--- config.mk ---
export PLATFORM = sky130hd
export DESIGN_NAME = lcd_strobe_gen
export DESIGN_NICKNAME = d
export VERILOG_FILES = /design/src/rtl/lcd_strobe_pkg.sv /design/src/rtl/lcd_edge_clamp.sv /design/src/rtl/lcd_tick_div.sv /design/src/rtl/lcd_strobe_win.sv /design/src/rtl/lcd_strobe_gen.sv
export SDC_FILE = /design/constraint.sdc
export NUM_CORES = 1
export LEC_CHECK = 0
export ABC_AREA = 1
export BUFFER_PORTS_ARGS = -buffer_cell sky130_fd_sc_hd__buf_4
export CORE_UTILIZATION = 30
export DETAILED_ROUTE_END_ITERATION = 10
export PLACE_DENSITY_LB_ADDON = 0.25
export SYNTH_ARGS = -nofsm -noshare
export SYNTH_HDL_FRONTEND = slang
export SYNTH_SLANG_ARGS = --single-unit
--- constraint.sdc ---
create_clock -name clk -period 4.1 [get_ports clk]
set_clock_uncertainty 0.05 [all_clocks]
set_input_delay 0 -clock clk [delete_from_list [all_inputs] [get_ports clk]]
set_output_delay 0 -clock clk [all_outputs]
set_load 0.01 [all_outputs]
--- src/rtl/lcd_strobe_pkg.sv ---
package lcd_strobe_pkg;

  // tick field widths
  localparam int ON_W  = 4;
  localparam int OFF_W = 6;

  // on/off word field positions
  localparam int CS_ON_LSB  = 0;
  localparam int CS_OFF_LSB = 4;
  localparam int WE_ON_LSB  = 10;
  localparam int WE_OFF_LSB = 14;
  localparam int RE_ON_LSB  = 20;
  localparam int RE_OFF_LSB = 24;

  // cycle word field positions
  localparam int WE_CYC_LSB = 0;
  localparam int RE_CYC_LSB = 6;
  localparam int ACC_LSB    = 22;

  // configuration bits
  localparam int GRAN_BIT = 4;
  localparam int POL_DC   = 16;
  localparam int POL_RE   = 17;
  localparam int POL_WE   = 18;
  localparam int POL_CS   = 19;

  // strobe indices inside the window array
  localparam int S_CS = 0;
  localparam int S_WE = 1;
  localparam int S_RE = 2;
  localparam int N_STROBE = 3;

  typedef struct packed {
    logic [OFF_W-1:0] cs_on;
    logic [OFF_W-1:0] cs_off;
    logic [OFF_W-1:0] we_on;
    logic [OFF_W-1:0] we_off;
    logic [OFF_W-1:0] re_on;
    logic [OFF_W-1:0] re_off;
    logic [OFF_W-1:0] we_cyc;
    logic [OFF_W-1:0] re_cyc;
    logic [OFF_W-1:0] acc;
  } edge_set_t;

  function automatic logic [OFF_W-1:0] tick_max(input logic [OFF_W-1:0] a,
                                                input logic [OFF_W-1:0] b);
    return (a > b) ? a : b;
  endfunction

endpackage

--- src/rtl/lcd_edge_clamp.sv ---
module lcd_edge_clamp
  import lcd_strobe_pkg::*;
(
  input  logic [31:0] onoff_word,
  input  logic [31:0] cycle_word,
  output edge_set_t   edges
);

  logic [OFF_W-1:0] cs_on, we_on, re_on;
  logic [OFF_W-1:0] cs_off_r, we_off_r, re_off_r;
  logic [OFF_W-1:0] we_cyc_r, re_cyc_r, acc_r;
  logic [OFF_W-1:0] we_off_c, re_off_c, cs_off_c;

  always_comb begin
    cs_on    = OFF_W'(onoff_word[CS_ON_LSB +: ON_W]);
    we_on    = OFF_W'(onoff_word[WE_ON_LSB +: ON_W]);
    re_on    = OFF_W'(onoff_word[RE_ON_LSB +: ON_W]);
    cs_off_r = onoff_word[CS_OFF_LSB +: OFF_W];
    we_off_r = onoff_word[WE_OFF_LSB +: OFF_W];
    re_off_r = onoff_word[RE_OFF_LSB +: OFF_W];
    we_cyc_r = cycle_word[WE_CYC_LSB +: OFF_W];
    re_cyc_r = cycle_word[RE_CYC_LSB +: OFF_W];
    acc_r    = cycle_word[ACC_LSB +: OFF_W];

    // every strobe at least one tick wide
    we_off_c = tick_max(we_off_r, we_on + 1'b1);
    re_off_c = tick_max(re_off_r, re_on + 1'b1);
    // chip select spans both data strobes
    cs_off_c = tick_max(tick_max(cs_off_r, cs_on + 1'b1),
                        tick_max(we_off_c, re_off_c));

    edges.cs_on  = cs_on;
    edges.cs_off = cs_off_c;
    edges.we_on  = we_on;
    edges.we_off = we_off_c;
    edges.re_on  = re_on;
    edges.re_off = re_off_c;
    edges.we_cyc = tick_max(we_cyc_r, we_off_c);
    edges.re_cyc = tick_max(re_cyc_r, re_off_c);
    edges.acc    = tick_max(acc_r, re_on + 1'b1);
  end

endmodule

--- src/rtl/lcd_tick_div.sv ---
module lcd_tick_div (
  input  logic clk,
  input  logic rst,
  input  logic run,
  input  logic div2,
  output logic tick_end
);

  logic half_q;

  always_ff @(posedge clk) begin
    if (rst || !run) half_q <= 1'b0;
    else             half_q <= div2 & ~half_q;
  end

  // last clock of the current tick
  assign tick_end = run & (~div2 | half_q);

endmodule

--- src/rtl/lcd_strobe_win.sv ---
module lcd_strobe_win #(
  parameter int W = 6
) (
  input  logic [W-1:0] t,
  input  logic [W-1:0] on,
  input  logic [W-1:0] off,
  input  logic         en,
  output logic         hit
);

  assign hit = en && (t >= on) && (t < off);

endmodule

--- src/rtl/lcd_strobe_gen.sv ---
module lcd_strobe_gen
  import lcd_strobe_pkg::*;
#(
  parameter int DW = 16
) (
  input  logic          clk,
  input  logic          rst,
  input  logic          start,
  input  logic          start_rd,
  input  logic          start_cmd,
  input  logic [DW-1:0] wr_data,
  input  logic [31:0]   onoff_word,
  input  logic [31:0]   cycle_word,
  input  logic [31:0]   cfg_word,
  input  logic [DW-1:0] bus_din,
  output logic          cs_line,
  output logic          we_line,
  output logic          re_line,
  output logic          dc_line,
  output logic [DW-1:0] bus_dout,
  output logic          bus_oe,
  output logic          busy,
  output logic          done,
  output logic [DW-1:0] rd_data
);

  localparam int CW = OFF_W + 1;

  edge_set_t clamp_edges, tim_q, tim_use;
  logic act_q, rd_q, div2_q, dc_q, done_q, oe_q;
  logic [OFF_W-1:0] cnt_q, cnt_n, cyc_cur;
  logic [DW-1:0] dout_q, rd_q_data;
  logic [N_STROBE-1:0] str_q, str_n, w_en;
  logic [OFF_W-1:0] w_on [N_STROBE];
  logic [OFF_W-1:0] w_off [N_STROBE];
  logic accept, tick_end, last, act_n, rd_use, capture;

  lcd_edge_clamp u_clamp (
    .onoff_word (onoff_word),
    .cycle_word (cycle_word),
    .edges      (clamp_edges)
  );

  lcd_tick_div u_tick (
    .clk      (clk),
    .rst      (rst),
    .run      (act_q),
    .div2     (div2_q),
    .tick_end (tick_end)
  );

  assign accept  = start && !act_q;
  assign cyc_cur = rd_q ? tim_q.re_cyc : tim_q.we_cyc;
  assign last    = tick_end && (CW'(cnt_q) + 1'b1 == CW'(cyc_cur));
  assign capture = act_q && rd_q && tick_end && (CW'(cnt_q) + 1'b1 == CW'(tim_q.acc));
  assign tim_use = accept ? clamp_edges : tim_q;
  assign rd_use  = accept ? start_rd : rd_q;

  always_comb begin
    act_n = act_q;
    cnt_n = cnt_q;
    if (accept) begin
      act_n = 1'b1;
      cnt_n = '0;
    end else if (tick_end) begin
      if (last) begin
        act_n = 1'b0;
        cnt_n = '0;
      end else begin
        cnt_n = cnt_q + 1'b1;
      end
    end
  end

  always_comb begin
    w_on[S_CS]  = tim_use.cs_on;  w_off[S_CS] = tim_use.cs_off;
    w_on[S_WE]  = tim_use.we_on;  w_off[S_WE] = tim_use.we_off;
    w_on[S_RE]  = tim_use.re_on;  w_off[S_RE] = tim_use.re_off;
    w_en[S_CS]  = act_n;
    w_en[S_WE]  = act_n && !rd_use;
    w_en[S_RE]  = act_n && rd_use;
  end

  for (genvar g = 0; g < N_STROBE; g++) begin : g_win
    lcd_strobe_win #(.W(OFF_W)) u_win (
      .t   (cnt_n),
      .on  (w_on[g]),
      .off (w_off[g]),
      .en  (w_en[g]),
      .hit (str_n[g])
    );
  end

  always_ff @(posedge clk) begin
    if (rst) begin
      act_q     <= 1'b0;
      cnt_q     <= '0;
      tim_q     <= '0;
      rd_q      <= 1'b0;
      div2_q    <= 1'b0;
      dc_q      <= 1'b1;
      done_q    <= 1'b0;
      oe_q      <= 1'b0;
      str_q     <= '0;
      dout_q    <= '0;
      rd_q_data <= '0;
    end else begin
      act_q  <= act_n;
      cnt_q  <= cnt_n;
      done_q <= last;
      str_q  <= str_n;
      oe_q   <= act_n && !rd_use;
      if (accept) begin
        tim_q  <= clamp_edges;
        rd_q   <= start_rd;
        div2_q <= cfg_word[GRAN_BIT];
        dc_q   <= !start_cmd;
        dout_q <= wr_data;
      end
      if (capture) rd_q_data <= bus_din;
    end
  end

  // polarity bit 0 selects an active-low line
  assign cs_line  = ~(str_q[S_CS] ^ cfg_word[POL_CS]);
  assign we_line  = ~(str_q[S_WE] ^ cfg_word[POL_WE]);
  assign re_line  = ~(str_q[S_RE] ^ cfg_word[POL_RE]);
  assign dc_line  = dc_q ^ cfg_word[POL_DC];
  assign bus_dout = dout_q;
  assign bus_oe   = oe_q;
  assign busy     = act_q;
  assign done     = done_q;
  assign rd_data  = rd_q_data;

endmodule

# Word-level counts from Yosys, hierarchy flattened
# Index checks and enable logic that the tools add are counted.
[word_totals]
regBits = 102
input_bits = 133
out_inout_bits = 39
[classes]
add_sub_neg = 5
order_cmp = 14
n_eq_ne = 2
n_mux = 17
bitwise = 12
n_reduce_logical = 17
[op_table]
columns = ["cell", "n"]
rows = [
  ["6-bit 2-to-1 mux", 12],
  ["54-bit 2-to-1 mux", 1],
  ["6-bit greater-than comparator", 8],
  ["6-bit greater-or-equal comparator", 3],
  ["6-bit less-than comparator", 3],
  ["4-bit by 1-bit adder with 5-bit output (second input constant)", 3],
  ["7-bit by 6-bit equality test with 1-bit output", 2],
  ["1-bit logical AND", 13],
  ["6-bit by 1-bit adder with 7-bit output (second input constant)", 1],
  ["6-bit by 1-bit adder with 6-bit output (second input constant)", 1],
  ["1-bit inverter", 5],
  ["1-bit 2-to-1 mux", 4],
  ["1-bit bitwise XOR", 4],
  ["1-bit logical NOT", 3],
  ["1-bit bitwise AND", 2],
  ["1-bit logical OR", 1],
  ["1-bit bitwise OR", 1],
]

# Logic depth before layout (Yosys ltp)
# Gate-level depths: netlist of the first run.
[logic_depth]
ltp_word = 11
ltp_mapped = 38
depth_no_buf = 37

# Modules after synthesis
# Synthesis of the first run repeated with hierarchy kept, for this count alone.
[unflattened]
hier_cells = 1129
hier_area_um2 = 7375.8
[by_module_without_submodules]
columns = ["module", "instances", "cells_per_inst", "area_per_inst_um2"]
rows = [
  ["lcd_strobe_gen", 1, 618, 4302.9],
  ["lcd_edge_clamp", 1, 341, 2105.8],
  ["lcd_strobe_win", 3, 54, 306.5],
  ["lcd_tick_div", 1, 8, 47.5],
]

# Least setup slack after synthesis of the first run
# Ideal clock, no wire load.
[synth_path]
path_kind = "in2reg"
startpoint = "input port onoff_word[20]"
endpoint = "register str_q[0]"
setup_time_ns = 0.122
t_arrival_ns = 4.234
required_ns = 3.928
path_slack_ns = -0.306
cell_stages = 32
path_buffers = 1
cell_sequence = "ha_1 > nand3_1 > ha_1 > nand2_1 > nor2_1 > nand4_1 > nand3_2 > nand2_4 > o21ai_0 > ha_1 > inv_1 > o21bai_1 > nand3_1 > nand2_2 > nand2_2 > clkbuf_1 > o21ai_0 > ha_1 > nand2_1 > inv_1 > nand2_1 > nor2_2 > nand2_1 > nand2_2 > nand2_4 > a21oi_2 > o21ai_1 > a21boi_4 > ha_1 > nand2_1 > o2111ai_1 > a21oi_2"
[synth_via]
elab_chain_cells = 10
[synth_rtl]
columns = ["element", "line_no", "source"]
rows = [
  ["from (decl)", "lcd_strobe_gen.sv:12", "input logic [31:0] onoff_word,"],
  ["4-bit by 1-bit adder with 5-bit output *", "lcd_edge_clamp.sv:27", "re_off_c = tick_max(re_off_r, re_on + 1'b1);"],
  ["6-bit greater-than comparator", "lcd_strobe_pkg.sv:47", "return (a > b) ? a : b;"],
  ["6-bit 2-to-1 mux *", "lcd_strobe_pkg.sv:47", ""],
  ["6-bit greater-than comparator", "lcd_strobe_pkg.sv:47", ""],
  ["6-bit 2-to-1 mux *", "lcd_strobe_pkg.sv:47", ""],
  ["6-bit greater-than comparator", "lcd_strobe_pkg.sv:47", ""],
  ["6-bit 2-to-1 mux *", "lcd_strobe_pkg.sv:47", ""],
  ["54-bit 2-to-1 mux *", "--", ""],
  ["6-bit less-than comparator *", "lcd_strobe_win.sv:11", "assign hit = en && (t >= on) && (t < off);"],
  ["1-bit logical AND *", "lcd_strobe_win.sv:11", ""],
  ["to (signal assigned)", "lcd_strobe_gen.sv:111", "str_q <= str_n;"],
  ["to (decl)", "lcd_strobe_gen.sv:33", "logic [N_STROBE-1:0] str_q, str_n, w_en;"],
]
# Mark *: on every way between the ends. The rest lies on a longest branch, timed or not.
# A chain may end at the register's enable or synchronous reset.

# Final worst setup path of the first run
[layout_path]
startpoint = "input port onoff_word[21]"
endpoint = "register str_q[0]"
# Same word-level chain as after synthesis.

==> results of run 1 <==
## report_power, final
group | switching, mW | total (mW) | internal [mW]
sequential | 0.0306 | 1.09 | 1.06
combinational | 0.498 | 0.947 | 0.449
clock | 0.382 | 0.891 | 0.510
total | 0.910 | 2.92 | 2.01
## cells in the mapped netlist (10+ instances only)
| master | count | area [µm²] |
|---|---|---|
| clkbuf_1 | 29 | 109 |
| inv_1 | 84 | 315 |
| xor2_1 | 10 | 87.6 |
| a21oi_1 | 59 | 295 |
| nand4_1 | 16 | 100 |
| nor2_1 | 123 | 462 |
| o21ai_0 | 84 | 420 |
| dfxtp_1 | 102 | 2040 |
| nand3_1 | 29 | 145 |
| o21a_1 | 12 | 90.1 |
| nand2_1 | 153 | 574 |
| ha_1 | 73 | 913 |
## what timing repair did
item	in CTS	in global routing
endpoints found under the setup margin	1	5
hold buffers	56	0
resized for setup	3	37
pin swaps	0	31
cloned	0	2
hold endpoints to repair	56	0
buffers inserted	0	5
## worst min-delay path by stage
stage          cells after the start  slack (ns)           start   endpoint
3_5_place_dp                       2        0.16       start_cmd       dc_q
5_1_grt                            4        0.03  onoff_word[11]  tim_q[37]
4_1_cts                            4        0.02  onoff_word[11]  tim_q[37]
6_report                           4        0.02  onoff_word[11]  tim_q[37]
2_1_floorplan                      1        0.03    cfg_word[16]    dc_line
3_3_place_gp                       2        0.15       start_cmd       dc_q
## critical path, delay by kind of cell
kind / cells / cell delay, ns
buf+inv: 5 / 0.30
fa+ha+maj: 5 / 1.41
compound gates: 9 / 1.11
simple gates: 13 / 1.40
## metal layers
| layer | up-vias | track usage (%) |
|---|---|---|
| met5 | - | 0 |
| met4 | 0 | 4.90 |
| met3 | 20 | 2.41 |
| met2 | 78 | 30.1 |
| met1 | 2881 | 20.9 |
| li1 | 3361 | - |
## layout make-up
type	instances	area share, %
repair buffers	250	22.2
inverters	86	3.53
flip-flops and latches	102	22.4
well taps	270	3.70
clock buffers	12	2.81
clock inverters	4	0.575
multi-input cells	655	44.8
## registers in the layout (all words and copies together) (netlist names)
signal and flops:
tim_q 54, bus_dout 16, rd_data 16, cnt_q 6, str_q 3, bus_oe 1
busy 1, dc_q 1, div2_q 1, done 1, rd_q 1, u_tick.half_q 1
## metrics by stage
| step | cells | util [%] | setup slack [ns] | hold WS [ns] | setup TNS [ns] |
|---|---|---|---|---|---|
| after floorplan | 874 | - | 0.00603 | 0.0260 | 0 |
| after global placement | 1300 | 39.2 | -0.225 | 0.148 | -0.225 |
| after detailed placement | 1300 | 39.2 | -0.357 | 0.155 | -0.357 |
| after CTS | 1372 | 43.5 | 0.00261 | 0.0167 | 0 |
| after global routing | 1379 | 44.4 | -0.247 | 0.0332 | -0.247 |
| final | 1379 | 44.4 | 0.108 | 0.0160 | 0 |
## cell families (layout without fill, tap and decap cells)
kind of cell,after synthesis,count (layout),share of synthesized area (%)
multiplexers,9,9,1.41
flip-flops,102,102,32.0
AO/OA/AOI/OAI,193,193,17.9
adder cells (fa/ha/maj),73,73,14.3
buffers and inverters,119,352,7.06
AND/OR/NAND/NOR,361,363,25.0
XOR/XNOR,17,17,2.33
==> results.yml, run 1 <==
synth:
  syn-num-nets: 1080
  avgSynthCellArea_um2: 7.30
  ys_seq_area_share_pct: 32.0
  syn_area_um2: 6380
  synth_top_flop_cell: "dfxtp_1"
  synth_edf_count: 0
  ys_seq_elements: 102
  ys_types: 40
  synth_warnings: 0
  synth-async-reset-ratio_pct: 0
  netlist_instances: 874
min_path:
  hp-class: "input port to flip-flop"
cells_and_area:
  fin_area_um2: 9130
  antenna_cells: 0
  layout_common_cells: "buf_4, nand2_1, nor2_1"
  multiInputGateArea_um2: 4090
  regArea_um2: 2040
  drive_above_1_share_pct: 26.1
  area_delta_synth_final_pct: 43.1
  n_fill_cell: 2110
  mostFrequentLayoutCell: "buf_4"
  num-nets-final: 1310
power_and_ir_drop:
  leakage_nw: 4.40
  power_mw: 2.92
  power_density_nw_per_um2: 320
  peakVddDrop_mv: 0.231
sta:
  period_needed_ns: 3.99
  finalSetupViolations: 0
  tightest_slew_ns: 1.04
  hold_viol_final: 0
  fmax_mhz: 250
  rsz0062_at_grt: "true"
  slew_headroom_pct: 29.9
  drv_slew: 0
  period_share_pct: 97.4
drt:
  ant_nets: 0
  viasPerCell: 4.60
  wl_met2_um: 9300
  drt_wl_total_um: 18600
  dr.pass1.iters: 4
  route.met3.wl_um: 443
  top_layer: "met4"
  met1Wirelength_um: 8500
  drc: 0
  num_vias: 6340
  drt-wirelength-per-cell_um: 13.5
  first_iter_violations: 223
worst_setup_path:
  required_ns: 4.33
  slowest_delay_ns: 0.31
  rrSetupSlack_ns: 0.30
  critPathLaunch: "onoff_word[21]"
  crit_arrival_ns: 4.22
  crit_type: "input port to flip-flop"
  cp-end-kind: "flip-flop"
  crit_end: "str_q[0]"
  start_kind: "input port"
  r2r_cells: 21
  timing.rr.end: "str_q[1]"
  cp_max_fo: 7
  critical_path.slowest_cell: "ha_2"
  r2r_start: "cnt_q[1]"
global_routing:
  grt_pass1_vias: 6177
  grt_max_degree: 66
  overflow: 0
  grt_pass1_wl_um: 29600
  grt_usage_pct: 16.9
  grt_antenna_before_repair: 0
placed_design:
  port_buffers: 128
  hpwl_um: 13900
  placed_cell_area_um2: 8070
  gp_congestion: 0.813
clock_tree:
  cts_buffer_depth: 2
  ctsRootBufferMaster: "clkbuf_16"
  clk_latency_ns: 0.35
  cts_tree: "yes"
  path_clk_slew_ns: 0.07
  h-tree-depth: 3
  numClockSinks: 102
  numCtsBuffers: 9
floorplanning:
  die_y_um: 148
  die_w_um: 148
  die-area_um2: 21900
  initial_core_util_pct: 31.0
  core_um2: 20600
  num_rows: 52
  io_pins: 172
flow_run:
  timing.max_cap.violations: 0
status:
  outcome: "complete, no violations"
Note: power is estimated with default switching activity, not from simulation.
==> run 2, diff against run 1 <==
--- a/config.mk
+++ b/config.mk
@@ -9,7 +9,7 @@
 export BUFFER_PORTS_ARGS = -buffer_cell sky130_fd_sc_hd__buf_4
 export CORE_UTILIZATION = 30
 export DETAILED_ROUTE_END_ITERATION = 10
-export PLACE_DENSITY_LB_ADDON = 0.25
+export PLACE_DENSITY = 0.53
 export SYNTH_ARGS = -nofsm -noshare
 export SYNTH_HDL_FRONTEND = slang
 export SYNTH_SLANG_ARGS = --single-unit
==> results.yml, run 2 (synthesis gave the netlist of run 1 again) <==
status:
  outcome: "complete, no violations"
sta:
  period_share_pct: 95.5
  holdWs_ns: 0.0151
  finalSetupViolations: 0
  hold_viol_final: 0
  fin_ws_ns: 0.186
  tightest_slew_ns: 0.784
  rsz0062_at_grt: "true"
  tns_ns: 0
  drv_slew: 0
  period_needed_ns: 3.91
  fmax_mhz: 256
  slew_headroom_pct: 47.7
floorplanning:
  io_pins: 172
  initial_core_util_pct: 31.0
  num_rows: 52
  die_w_um: 148
  die_y_um: 148
  die-area_um2: 21900
  core_um2: 20600
clock_tree:
  cts_tree: "yes"
  clk_latency_ns: 0.34
  h-tree-depth: 3
  numClockSinks: 102
  path_clk_slew_ns: 0.07
  numCtsBuffers: 9
  ctsRootBufferMaster: "clkbuf_16"
  cts_buffer_depth: 2
cells_and_area:
  largest_register_ffs: 54
  final_util_pct: 45.0
  regMostFlops: "tim_q"
  antenna_cells: 0
  area_delta_synth_final_pct: 44.9
  layout_common_cells: "buf_4, nand2_1, nor2_1"
  drive_above_1_share_pct: 27.5
  fin_cells: 1379
  fin_area_um2: 9250
  num-nets-final: 1313
  mostFrequentLayoutCell: "buf_4"
min_path:
  whs_endpoint: "tim_q[10]"
  holdPathStages: 3
  hp-class: "input port to flip-flop"
  min-delay-start: "cycle_word[10]"
placed_design:
  placed_cell_area_um2: 8110
  port_buffers: 128
  hpwl_um: 14000
  dp_cells: 1304
  gp_congestion: 0.811
  dp_slack_ns: -0.365
global_routing:
  grt_pass1_vias: 5962
  grt_usage_pct: 16.9
  grt_max_degree: 66
  overflow: 0
  grt_pass1_wl_um: 29400
  grt_antenna_before_repair: 0
drt:
  num_vias: 6400
  dr.pass1.iters: 5
  drt_wl_total_um: 18700
  drc: 0
  first_iter_violations: 280
  drt-wirelength-per-cell_um: 13.6
  ant_nets: 0
  viasPerCell: 4.64
worst_setup_path:
  crit_type: "input port to flip-flop"
  slowest_delay_ns: 0.27
  required_ns: 4.33
  start_kind: "input port"
  rrSetupSlack_ns: 0.46
  timing.rr.end: "str_q[1]"
  crit_top_cell: "nand2_1"
  critical_path.slowest_cell: "ha_4"
  r2r_start: "cnt_q[1]"
  r2r_cells: 20
  crit_arrival_ns: 4.15
  cp_max_fo: 7
  cp-end-kind: "flip-flop"
power_and_ir_drop:
  peakVddDrop_mv: 0.183
  clock_power_share_pct: 28.8
  p_int_mw: 1.99
  power_mw: 2.90
  p_seq_share_pct: 37.5
  comb_power_share_pct: 33.7
  leakage_nw: 4.44
  power.switching_mw: 0.900
  swShare_pct: 31.1
  power_density_nw_per_um2: 313
flow_run:
  timing.max_cap.violations: 0
[run 2: cell types whose count changed in the layout (fill, tap and decap cells not counted), sizes merged]
cell,before,now
buf,194,199
clkbuf,12,11
clkinv,3,1
dlygate4sd3,56,54
[run 2: repair_timing]
action | 4_1_cts | 5_1_grt
gates resized for setup | 3 | 63
buffers inserted | 0 | 6
endpoints found under the setup margin | 1 | 3
pin swaps | 0 | 45
hold buffers | 54 | 0
endpoints found under the hold margin | 54 | 0
cloned | 0 | 2
[run 2: metal layers]
metal | global-route usage, % | wire, µm | share of wire [%]
met3 | 2.81 | 477 | 2.5
met1 | 21.2 | 8680 | 46
met4 | 2.47 | 100 | 0.53
met5 | 0 | 0 | 0
met2 | 30.6 | 9460 | 51
[run 2: area by class of cell]
cell class	count	area, µm²
clock buffers	11	243
clock inverters	2	35.0
fillers	2110	11300
inverters	86	323
multi-input cells	655	4200
flip-flops and latches	102	2040
well taps	270	338
repair buffers	253	2070
[run 2: worst max path at each step]
stage | end | startpoint | slack, ns
global placement | str_q[0] | onoff_word[10] | -0.24
detailed placement | str_q[0] | onoff_word[20] | -0.36
floorplan | str_q[0] | onoff_word[20] | 0.006
global route | str_q[0] | onoff_word[10] | -0.10
finish | str_q[0] | onoff_word[10] | 0.19
CTS | str_q[0] | onoff_word[10] | 0.006
[run 2: power by group through the flow]
stage	Clock, mW	Combinational [mW]	Sequential, mW
6_report	0.835	0.975	1.09
5_1_grt	0.899	1.09	1.09
4_1_cts	0.863	0.898	1.09
3_5_place_dp	0	0.850	1.11
3_3_place_gp	0	0.840	1.11
2_1_floorplan	0	0.506	1.11
[run 2: worst max-delay path, delay by kind of cell]
kind	cells	cell delay [ns]
XOR/XNOR	1	0.15
AND/OR/NAND/NOR	17	1.61
adder cells (fa/ha/maj)	4	0.93
buffers and inverters	7	0.53
AO/OA/AOI/OAI	8	0.95
